--- config.mk ---
export PLATFORM = sky130hd
export DESIGN_NAME = enc_event_unit
export DESIGN_NICKNAME = d
export VERILOG_FILES = /design/src/rtl/enc_evt_pkg.sv /design/src/rtl/enc_rise_det.sv /design/src/rtl/enc_pos_match.sv /design/src/rtl/enc_stall_wdog.sv /design/src/rtl/enc_evt_status.sv /design/src/rtl/enc_event_unit.sv
export SDC_FILE = /design/constraint.sdc
export NUM_CORES = 1
export LEC_CHECK = 0
export ABC_AREA = 1
export BUFFER_PORTS_ARGS = -buffer_cell sky130_fd_sc_hd__buf_2
export CAP_MARGIN = 40
export CORE_MARGIN = 2
export CORE_UTILIZATION = 48
export DETAILED_ROUTE_END_ITERATION = 6
export PLACE_DENSITY = 0.8
export SYNTH_ARGS = -nofsm -noshare
export SYNTH_HDL_FRONTEND = slang
export SYNTH_SLANG_ARGS = --single-unit
--- constraint.sdc ---
create_clock -name clk -period 1.9 [get_ports clk]
set_input_delay 0.285 -clock clk [delete_from_list [all_inputs] [get_ports clk]]
set_output_delay 0.285 -clock clk [all_outputs]
set_load 0.02 [all_outputs]
--- src/rtl/enc_evt_pkg.sv ---
package enc_evt_pkg;
  localparam int STAT_W   = 32;
  localparam int NUM_EVT  = 4;
  localparam int EVT_LSB  = 28;
  localparam int N_LEVEL  = 3;   // irq, dma, trigger

  // Index into the internal event vector; status bit = EVT_LSB + index
  typedef enum logic [1:0] {
    EV_ZIDX   = 2'd0,
    EV_PMATCH = 2'd1,
    EV_HOME   = 2'd2,
    EV_STALL  = 2'd3
  } evt_idx_e;

  typedef enum logic {
    DIR_POS = 1'b0,
    DIR_NEG = 1'b1
  } rot_dir_e;
endpackage

--- src/rtl/enc_rise_det.sv ---
module enc_rise_det #(
  parameter int N = 2
) (
  input  logic         clk,
  input  logic         rst_n,
  input  logic [N-1:0] lvl_i,
  output logic [N-1:0] rise_o
);
  logic [N-1:0] prev_q;

  for (genvar g = 0; g < N; g++) begin : g_bit
    always_ff @(posedge clk or negedge rst_n) begin
      if (!rst_n) prev_q[g] <= 1'b0;
      else        prev_q[g] <= lvl_i[g];
    end
    assign rise_o[g] = lvl_i[g] & ~prev_q[g];
  end
endmodule

--- src/rtl/enc_pos_match.sv ---
module enc_pos_match #(
  parameter int PH_W = 16,
  parameter int Z_W  = 16
) (
  input  logic            clk,
  input  logic            rst_n,
  input  logic [PH_W-1:0] ph_cnt_i,
  input  logic [Z_W-1:0]  z_cnt_i,
  input  logic            dir_i,
  input  logic [PH_W-1:0] ph_cmp_i,
  input  logic [Z_W-1:0]  z_cmp_i,
  input  logic            z_cmp_dis_i,
  input  logic            dir_req_i,
  input  logic            dir_dis_i,
  output logic            hit_o
);
  logic ph_eq, z_ok, dir_ok, cond, cond_q;

  assign ph_eq  = (ph_cnt_i == ph_cmp_i);
  assign z_ok   = z_cmp_dis_i | (z_cnt_i == z_cmp_i);
  assign dir_ok = dir_dis_i | (dir_i == dir_req_i);
  assign cond   = ph_eq & z_ok & dir_ok;

  always_ff @(posedge clk or negedge rst_n) begin
    if (!rst_n) cond_q <= 1'b0;
    else        cond_q <= cond;
  end

  assign hit_o = cond & ~cond_q;
endmodule

--- src/rtl/enc_stall_wdog.sv ---
module enc_stall_wdog #(
  parameter int TO_W = 16
) (
  input  logic            clk,
  input  logic            rst_n,
  input  logic            en_i,
  input  logic [TO_W-1:0] timeout_i,
  input  logic            step_i,
  output logic            expire_o
);
  logic [TO_W-1:0] idle_q;
  logic            armed;

  assign armed    = en_i & ~step_i & (timeout_i != '0);
  assign expire_o = armed & (idle_q == timeout_i - 1'b1);

  always_ff @(posedge clk or negedge rst_n) begin
    if (!rst_n)                     idle_q <= '0;
    else if (!en_i || step_i)       idle_q <= '0;
    else if (idle_q < timeout_i)    idle_q <= idle_q + 1'b1;
  end
endmodule

--- src/rtl/enc_evt_status.sv ---
module enc_evt_status
  import enc_evt_pkg::*;
#(
  parameter int NE = NUM_EVT,
  parameter int NL = N_LEVEL
) (
  input  logic               clk,
  input  logic               rst_n,
  input  logic [NE-1:0]      evt_i,
  input  logic               clr_wr_i,
  input  logic [NE-1:0]      clr_bits_i,
  input  logic [NL*NE-1:0]   lvl_mask_i,
  input  logic [NE-1:0]      rd_mask_i,
  output logic [NE-1:0]      st_o,
  output logic [NL-1:0]      lvl_o,
  output logic               rd_pulse_o
);
  logic [NE-1:0] st_q, clr_eff;

  assign clr_eff = clr_wr_i ? clr_bits_i : '0;

  always_ff @(posedge clk or negedge rst_n) begin
    if (!rst_n) begin
      st_q       <= '0;
      rd_pulse_o <= 1'b0;
    end else begin
      st_q       <= (st_q & ~clr_eff) | evt_i;
      rd_pulse_o <= |(evt_i & rd_mask_i);
    end
  end

  for (genvar g = 0; g < NL; g++) begin : g_lvl
    assign lvl_o[g] = |(st_q & lvl_mask_i[g*NE +: NE]);
  end

  assign st_o = st_q;
endmodule

--- src/rtl/enc_event_unit.sv ---
module enc_event_unit
  import enc_evt_pkg::*;
#(
  parameter int PH_W = 16,
  parameter int Z_W  = 16,
  parameter int TO_W = 16
) (
  input  logic                        clk,
  input  logic                        rst_n,
  input  logic [PH_W-1:0]             ph_cnt_i,
  input  logic [Z_W-1:0]              z_cnt_i,
  input  logic                        cnt_step_i,
  input  logic                        dir_i,
  input  logic                        home_i,
  input  logic                        z_index_i,
  input  logic [PH_W-1:0]             ph_cmp_i,
  input  logic [Z_W-1:0]              z_cmp_i,
  input  logic                        z_cmp_dis_i,
  input  logic                        dir_req_i,
  input  logic                        dir_dis_i,
  input  logic                        wdg_en_i,
  input  logic [TO_W-1:0]             wdg_timeout_i,
  input  logic                        clr_wr_i,
  input  logic [31:28]                clr_data_i,
  input  logic [31:28]                irq_mask_i,
  input  logic [31:28]                dma_mask_i,
  input  logic [31:28]                trg_mask_i,
  input  logic [31:28]                rd_mask_i,
  output logic [31:0]                 status_o,
  output logic                        irq_o,
  output logic                        dma_req_o,
  output logic                        trig_o,
  output logic                        rd_load_o
);
  localparam int LOW_W = EVT_LSB;

  logic [1:0]           edge_rise;
  logic                 pm_hit, wd_expire;
  logic [NUM_EVT-1:0]   evt_vec, st_vec;
  logic [N_LEVEL-1:0]   lvl;

  enc_rise_det #(.N(2)) u_rise (
    .clk    (clk),
    .rst_n  (rst_n),
    .lvl_i  ({home_i, z_index_i}),
    .rise_o (edge_rise)
  );

  enc_pos_match #(.PH_W(PH_W), .Z_W(Z_W)) u_match (
    .clk         (clk),
    .rst_n       (rst_n),
    .ph_cnt_i    (ph_cnt_i),
    .z_cnt_i     (z_cnt_i),
    .dir_i       (dir_i),
    .ph_cmp_i    (ph_cmp_i),
    .z_cmp_i     (z_cmp_i),
    .z_cmp_dis_i (z_cmp_dis_i),
    .dir_req_i   (dir_req_i),
    .dir_dis_i   (dir_dis_i),
    .hit_o       (pm_hit)
  );

  enc_stall_wdog #(.TO_W(TO_W)) u_wdog (
    .clk       (clk),
    .rst_n     (rst_n),
    .en_i      (wdg_en_i),
    .timeout_i (wdg_timeout_i),
    .step_i    (cnt_step_i),
    .expire_o  (wd_expire)
  );

  always_comb begin
    evt_vec            = '0;
    evt_vec[EV_ZIDX]   = edge_rise[0];
    evt_vec[EV_PMATCH] = pm_hit;
    evt_vec[EV_HOME]   = edge_rise[1];
    evt_vec[EV_STALL]  = wd_expire;
  end

  enc_evt_status #(.NE(NUM_EVT), .NL(N_LEVEL)) u_stat (
    .clk        (clk),
    .rst_n      (rst_n),
    .evt_i      (evt_vec),
    .clr_wr_i   (clr_wr_i),
    .clr_bits_i (clr_data_i),
    .lvl_mask_i ({trg_mask_i, dma_mask_i, irq_mask_i}),
    .rd_mask_i  (rd_mask_i),
    .st_o       (st_vec),
    .lvl_o      (lvl),
    .rd_pulse_o (rd_load_o)
  );

  assign status_o  = {st_vec, {LOW_W{1'b0}}};
  assign irq_o     = lvl[0];
  assign dma_req_o = lvl[1];
  assign trig_o    = lvl[2];
endmodule

==> flow_metrics.tcl, run 1 <==
set metrics [dict create \
    run_status "finished, violations left" \
    failed_checks "hold timing" \
    dp_hpwl_um 7260 \
    placeableCoreArea_sq_um 6310 \
    criticalPathCategory "reg -> reg" \
    netlist_area_sq_um 3100 \
    drt_pass1_iterations 4 \
    met3_usage_pct 1.57 \
    cp_slowest_cell "dfrtp_1" \
    drive_above_1_share_pct 32.0 \
    arrival_ns 2.03 \
    max_freq_mhz 551 \
    multi_input_area_sq_um 2210 \
    cts_tree "built" \
    crit_path_end_kind "flop" \
    max-vdd-ir-drop_uv 301 \
    cts_buffers 3 \
    synth_top_cell_area_share_pct 19.4 \
    fin_crit_sh_pct 95.5 \
    drc 0 \
    overflow 0 \
    grtUsageMet2_pct 45.2 \
    worstMarginPinSlew_ns 0.549 \
    syn_inst 468 \
    setup_viol 0 \
    fill_cells 567 \
    required_ns 2.11 \
    seq_area_sq_um 601 \
    antenna_found_initial 0 \
    wirelength_um 8630 \
    portBuffers 118 \
    skew_ns 0.00171 \
    reg2reg_depth 12 \
    async_flop_share_pct 100 \
    die_w_um 84.4 \
    clk_pin_slew_ns 0.09 \
    crit_fanout 3 \
    final_common_cell "nand2_1" \
    p_per_area_nw_per_um2 346 \
    wl_per_cell_um 12.6 \
    gp_congestion 0.936 \
    rsz0062_at_grt "yes" \
    synth_area_leaders "dfrtp_1 19%, nand2_1 15%, ha_1 7.7%" \
    final_max_slew_viol_count 0 \
    r2r-end "u_stat.rd_pulse_o" \
    hold_path_class "in -> async" \
    avgSynthCellArea_sq_um 6.63 \
    grt_pass1_wl_um 13800 \
    synth_edf_count 0 \
    clk_latency_ns 0.27 \
    drt-initial-drc-count 238 \
    top_usage_layer "met2" \
    grt_max_degree 25 \
    ys_warn_count 0 \
    start_util_pct 49.1 \
    ant_nets 0 \
    vias 3431 \
    r2r-start "u_wdog.idle_q[0]" \
    area_growth_pct 28.0 \
    finalHoldViolations 24 \
    die_area_sq_um 7120 \
    period_minus_slack_ns 1.81 \
    met1_usage_pct 25.8 \
    worst_hold_slack_ns -0.0151 \
    crit_chain "inv_2 -> ha_4 -> nand3b_1 -> nor2_2 -> nand2_1 -> nor2_1 -> nand2_1 -> nor2_2 -> nand3_2 -> nor2_2 -> nand4_1 -> nand2_1" \
    clk_path_buf_depth 2 \
    p_leak_nw 2.17 \
    r2r_slack_ns 0.09 \
    synth_seq_cells 24 \
    cpPeakStageDelay_ns 0.40 \
    timing.final.ws_setup_ns 0.0858 \
    clock_sinks 24 \
    antennaDiodeCount 0 \
    ys_seq_area_share_pct 19.4 \
    layout_common_cells "127 x nand2_1, 118 x buf_2, 54 x inv_1" \
    vias_per_cell 5.02 \
    grtUsageTotal_pct 23.3 \
    slew_headroom_pct 63.4 \
    fin_nets 738 \
    critPathLaunchType "flop" \
    cp-startpoint "u_wdog.idle_q[0]" \
    grt_pass1_vias 3372 \
    ys_types 41 \
    die_h_um 84.4 \
    max_cap_violations 0 \
    ys.flop_type "dfrtp_1" \
    rows 29 \
    synth_largest_area_cell "dfrtp_1" \
    dpl_worst_slack_ns -0.0352 \
    final_core_util_pct 62.9 \
    postCtsHoldBufs 0 \
    htreeDepth 1 \
    ios 147 \
    root_buffer "clkbuf_8" \
]
power breakdown:
group	total, mW	leakage, nW	switching, mW	internal, mW
Clock	0.358	0.0288	0.172	0.186
Combinational	0.487	1.82	0.284	0.203
Sequential	0.530	0.323	0.00969	0.521
per-stage QoR:
stage | setup TNS (ns) | std cells | power [mW] | hold WS, ns | instance area, sq um
2_1_floorplan | 0 | 495 | 0.850 | -0.0106 | 3200
3_3_place_gp | 0 | 675 | 0.993 | 0.296 | 3790
3_5_place_dp | -0.0588 | 675 | 1.01 | 0.305 | 3790
4_1_cts | 0 | 679 | 1.36 | 0.00953 | 3840
5_1_grt | -0.0572 | 684 | 1.45 | 0.0225 | 3970
6_report | 0 | 684 | 1.38 | -0.0151 | 3970
cell type report:
cell class	count	share of cell area [%]
repair buffers	139	18.9
inverters	66	6.36
clock buffers	4	1.39
multi-input cells	374	55.8
well taps	77	2.43
flip-flops and latches	24	15.1
cells by family after synthesis:
logic type,Yosys count,share of synthesized area (%)
AOI/OAI and AO/OA,40,9.11
xor gates and xnor gates,46,13.4
other,1,0.121
DFF,24,19.4
and+or+nand+nor,241,35.1
buffers and inverters,97,15.2
adders and majority gates,19,7.66
timing repair:
| item | in CTS | in global routing |
|---|---|---|
| gates resized for setup | 0 | 17 |
| setup endpoints to repair | 1 | 14 |
| buffers inserted | 0 | 5 |
| pin swaps | 1 | 4 |
routing by layer:
metal,part of all wire [%],routed length (um)
met5,0,0
met4,2.6,225
met3,5.3,461
met2,54,4640
met1,38,3300
synth_stat cells (13+ instances only):
library cell and n:
nand2_1 127, nand4_1 13, ha_1 19, inv_1 55
nand3_1 24, xnor2_1 21, xor2_1 24, buf_4 28
nor2_1 45, dfrtp_1 24
registers in the layout, summed over array words and instances, names as in the netlist:
register,count
u_stat.rd_pulse_o,1
u_wdog.idle_q,16
u_stat.st_o,4
u_match.cond_q,1
u_rise.prev_q,2
critical path, delay by kind of cell (launching register included):
| kind | cells | cell delay [ns] |
|---|---|---|
| adders and majority gates | 1 | 0.19 |
| buffers and inverters | 1 | 0.09 |
| DFF | 1 | 0.40 |
| and+or+nand+nor | 10 | 1.05 |
how the worst max path moves through the flow:
stage,slack (ns),end
after floorplan,0.22,u_wdog.idle_q[11]
after global placement,0.07,u_wdog.idle_q[9]
after detailed placement,-0.04,u_wdog.idle_q[15]
after CTS,0.02,u_stat.rd_pulse_o
after global routing,-0.05,u_stat.rd_pulse_o
final,0.09,u_stat.rd_pulse_o
No activity file was read; power rests on OpenSTA's default activity.
==> inputs of run 2 (changes only) <==
--- a/config.mk
+++ b/config.mk
@@ -9,9 +9,11 @@
 export BUFFER_PORTS_ARGS = -buffer_cell sky130_fd_sc_hd__buf_2
 export CAP_MARGIN = 40
 export CORE_MARGIN = 2
-export CORE_UTILIZATION = 48
+export CORE_UTILIZATION = 49
 export DETAILED_ROUTE_END_ITERATION = 6
-export PLACE_DENSITY = 0.8
+export PLACE_DENSITY = 0.81
 export SYNTH_ARGS = -nofsm -noshare
 export SYNTH_HDL_FRONTEND = slang
+export SYNTH_HIERARCHICAL = 1
 export SYNTH_SLANG_ARGS = --single-unit
+export TNS_END_PERCENT = 20
==> run 2 against run 1 <==
The run still ends with hold timing left. Critical path depth decreased by 2. Largest power group unchanged. Fmax increased by 0.38%. Count of clock-buffer cells in the layout decreased by 1. Wire length decreased by 2.5%. Synthesized cell count increased by 17%. Critical endpoint is now u_wdog/idle_q[14]. Register-to-register slack about the same. Clock power increased by 25%.
==> flow_metrics.tcl, run 2 <==
set metrics [dict create \
    run_status "finished, violations left" \
    failed_checks "hold timing" \
    portBuffers 118 \
    drt_pass1_iterations 6 \
    max_cap_violations 0 \
    async_flop_share_pct 100 \
    rsz0062_at_grt "yes" \
    avgSynthCellArea_sq_um 5.89 \
    ios 147 \
    arrival_ns 2.02 \
    largest_register_ffs 16 \
    drc 0 \
    start_util_pct 50.8 \
    synth_most_common_cell "nand2_1" \
    cp_slowest_cell "dfrtp_1" \
    fin_nets 825 \
    synth_largest_area_cell "nand2_1" \
    dp_hpwl_um 7140 \
    setup_viol 0 \
    ys_types 28 \
    period_minus_slack_ns 1.81 \
    worst_hold_slack_ns -0.00294 \
    final_area_sq_um 4110 \
    syn_inst 547 \
    cpPeakStageDelay_ns 0.37 \
    die_h_um 85.1 \
    max_freq_mhz 553 \
    crit_path_frequent_cell "nand2_1" \
    crit_fanout 5 \
    wl_per_cell_um 10.9 \
    wirelength_um 8410 \
    htreeDepth 1 \
    crit_path_end_kind "flop" \
    worstMarginPinSlew_ns 0.556 \
    place_area_sq_um 3980 \
    p_per_area_nw_per_um2 360 \
    synth_seq_cells 24 \
    root_buffer "clkbuf_8" \
    final_common_cell "nand2_1" \
    placeableCoreArea_sq_um 6350 \
    p_leak_nw 2.48 \
    grt_max_degree 25 \
    drt-initial-drc-count 360 \
    vias 3626 \
    ys_seq_area_share_pct 18.6 \
    cts_buffers 3 \
    overflow 0 \
    ys_warn_count 6 \
    cts_tree "built" \
    synthTopCellsByCount "182 x nand2_1, 81 x inv_1, 74 x nor2_1" \
    required_ns 2.11 \
    antenna_found_initial 0 \
    synth_edf_count 0 \
    clk_path_buf_depth 2 \
    die_w_um 85.1 \
    fin_crit_sh_pct 95.1 \
    skew_ns 0.00546 \
    clk_latency_ns 0.27 \
    criticalPathCategory "reg -> reg" \
    netlist_area_sq_um 3220 \
    crit_chain "buf_4 -> buf_4 -> ha_1 -> nand2_1 -> nor3_2 -> nand3_1 -> or2_0 -> a21oi_1 -> nand2_1 -> nand2_1" \
    final_core_util_pct 64.8 \
    critPathLaunchType "flop" \
    final_max_slew_viol_count 0 \
    clock_sinks 24 \
    hold_path_class "in -> async" \
    die_area_sq_um 7250 \
    grt_pass1_wl_um 13800 \
    gp_congestion 0.933 \
    max-vdd-ir-drop_uv 303 \
    slew_headroom_pct 62.9 \
    area_growth_pct 27.6 \
    vias_per_cell 4.70 \
    clk_pin_slew_ns 0.09 \
    finalHoldViolations 3 \
    synth_area_leaders "nand2_1 21%, dfrtp_1 19%, inv_1 9.4%" \
    rows 29 \
    ys.flop_type "dfrtp_1" \
    regMostFlops "u_wdog/idle_q" \
    synth_top_cell_area_share_pct 21.2 \
    grt_pass1_vias 3313 \
    grtUsageTotal_pct 23.1 \
    drive_above_1_share_pct 26.2 \
    ant_nets 0 \
    layout_common_cells "181 x nand2_1, 118 x buf_2, 78 x inv_1" \
    antennaDiodeCount 0 \
]
==> run 2: path summary, 6_finish.rpt <==
check,depth (start not counted),slack [ns],endpoint,start
setup reg to reg,10,0.09,u_wdog/idle_q[14],u_wdog/idle_q[0]
max in group asynchronous,1,1.53,u_wdog/idle_q[11],rst_n
setup / recovery,10,0.09,u_wdog/idle_q[14],u_wdog/idle_q[0]
hold reg to reg,3,0.50,u_stat/st_o[1],u_match/cond_q
min in group clk,1,0.13,u_rise/prev_q[1],home_i
hold / removal,1,-0.003,u_wdog/idle_q[4],rst_n
==> run 2: per-stage QoR <==
stage | total power [mW] | worst slack, ns | std cells | setup TNS (ns)
after floorplan | 0.854 | 0.210 | 574 | 0
after global placement | 1.01 | 0.0594 | 764 | 0
after detailed placement | 1.03 | 0.0184 | 764 | 0
after CTS | 1.48 | 0.154 | 768 | 0
after global routing | 1.59 | -0.0478 | 771 | -0.0769
final | 1.48 | 0.0926 | 771 | 0
==> run 2: report_power, final <==
part	internal, mW	switching, mW
Combinational	0.208	0.294
Clock	0.282	0.165
Sequential	0.521	0.00966
==> run 2: final cells by class <==
type,count,area [sq um]
well taps,77,96.3
fillers,561,2240
repair buffers,150,835
flip-flops and latches,24,601
multi-input cells,433,2200
clock inverters,1,30.0
clock buffers,3,41.3
inverters,83,312
==> run 2: cells by family after synthesis <==
kind of cell               after synthesis  synth area share (%)
AOI/OAI and AO/OA                       19                  2.95
xor gates and xnor gates                39                  10.6
adders and majority gates               19                  7.37
buffers and inverters                  117                  17.3
DFF                                     24                  18.6
other                                    1                 0.116
and+or+nand+nor                        328                  43.0
==> run 2: worst max-delay path, delay by kind of cell (launching register included) <==
family	cells	cell delay, ns
and+or+nand+nor	6	0.81
DFF	1	0.37
buffers and inverters	2	0.23
adders and majority gates	1	0.21
AOI/OAI and AO/OA	1	0.12
==> run 2: what timing repair did <==
action,CTS,global route
resized for setup,0,11
setup buffers,0,3
hold buffers,0,0
endpoints found under the setup margin,0,2
==> run 2: metal layers <==
layer  global-route usage [%]  routed length, um  up-vias
met5                        0                  0        -
met4                     5.34                126        0
met3                     3.02                622       18
met2                     43.0               4300      160
met1                     28.1               3360     1544
li1                         -                  -     1904
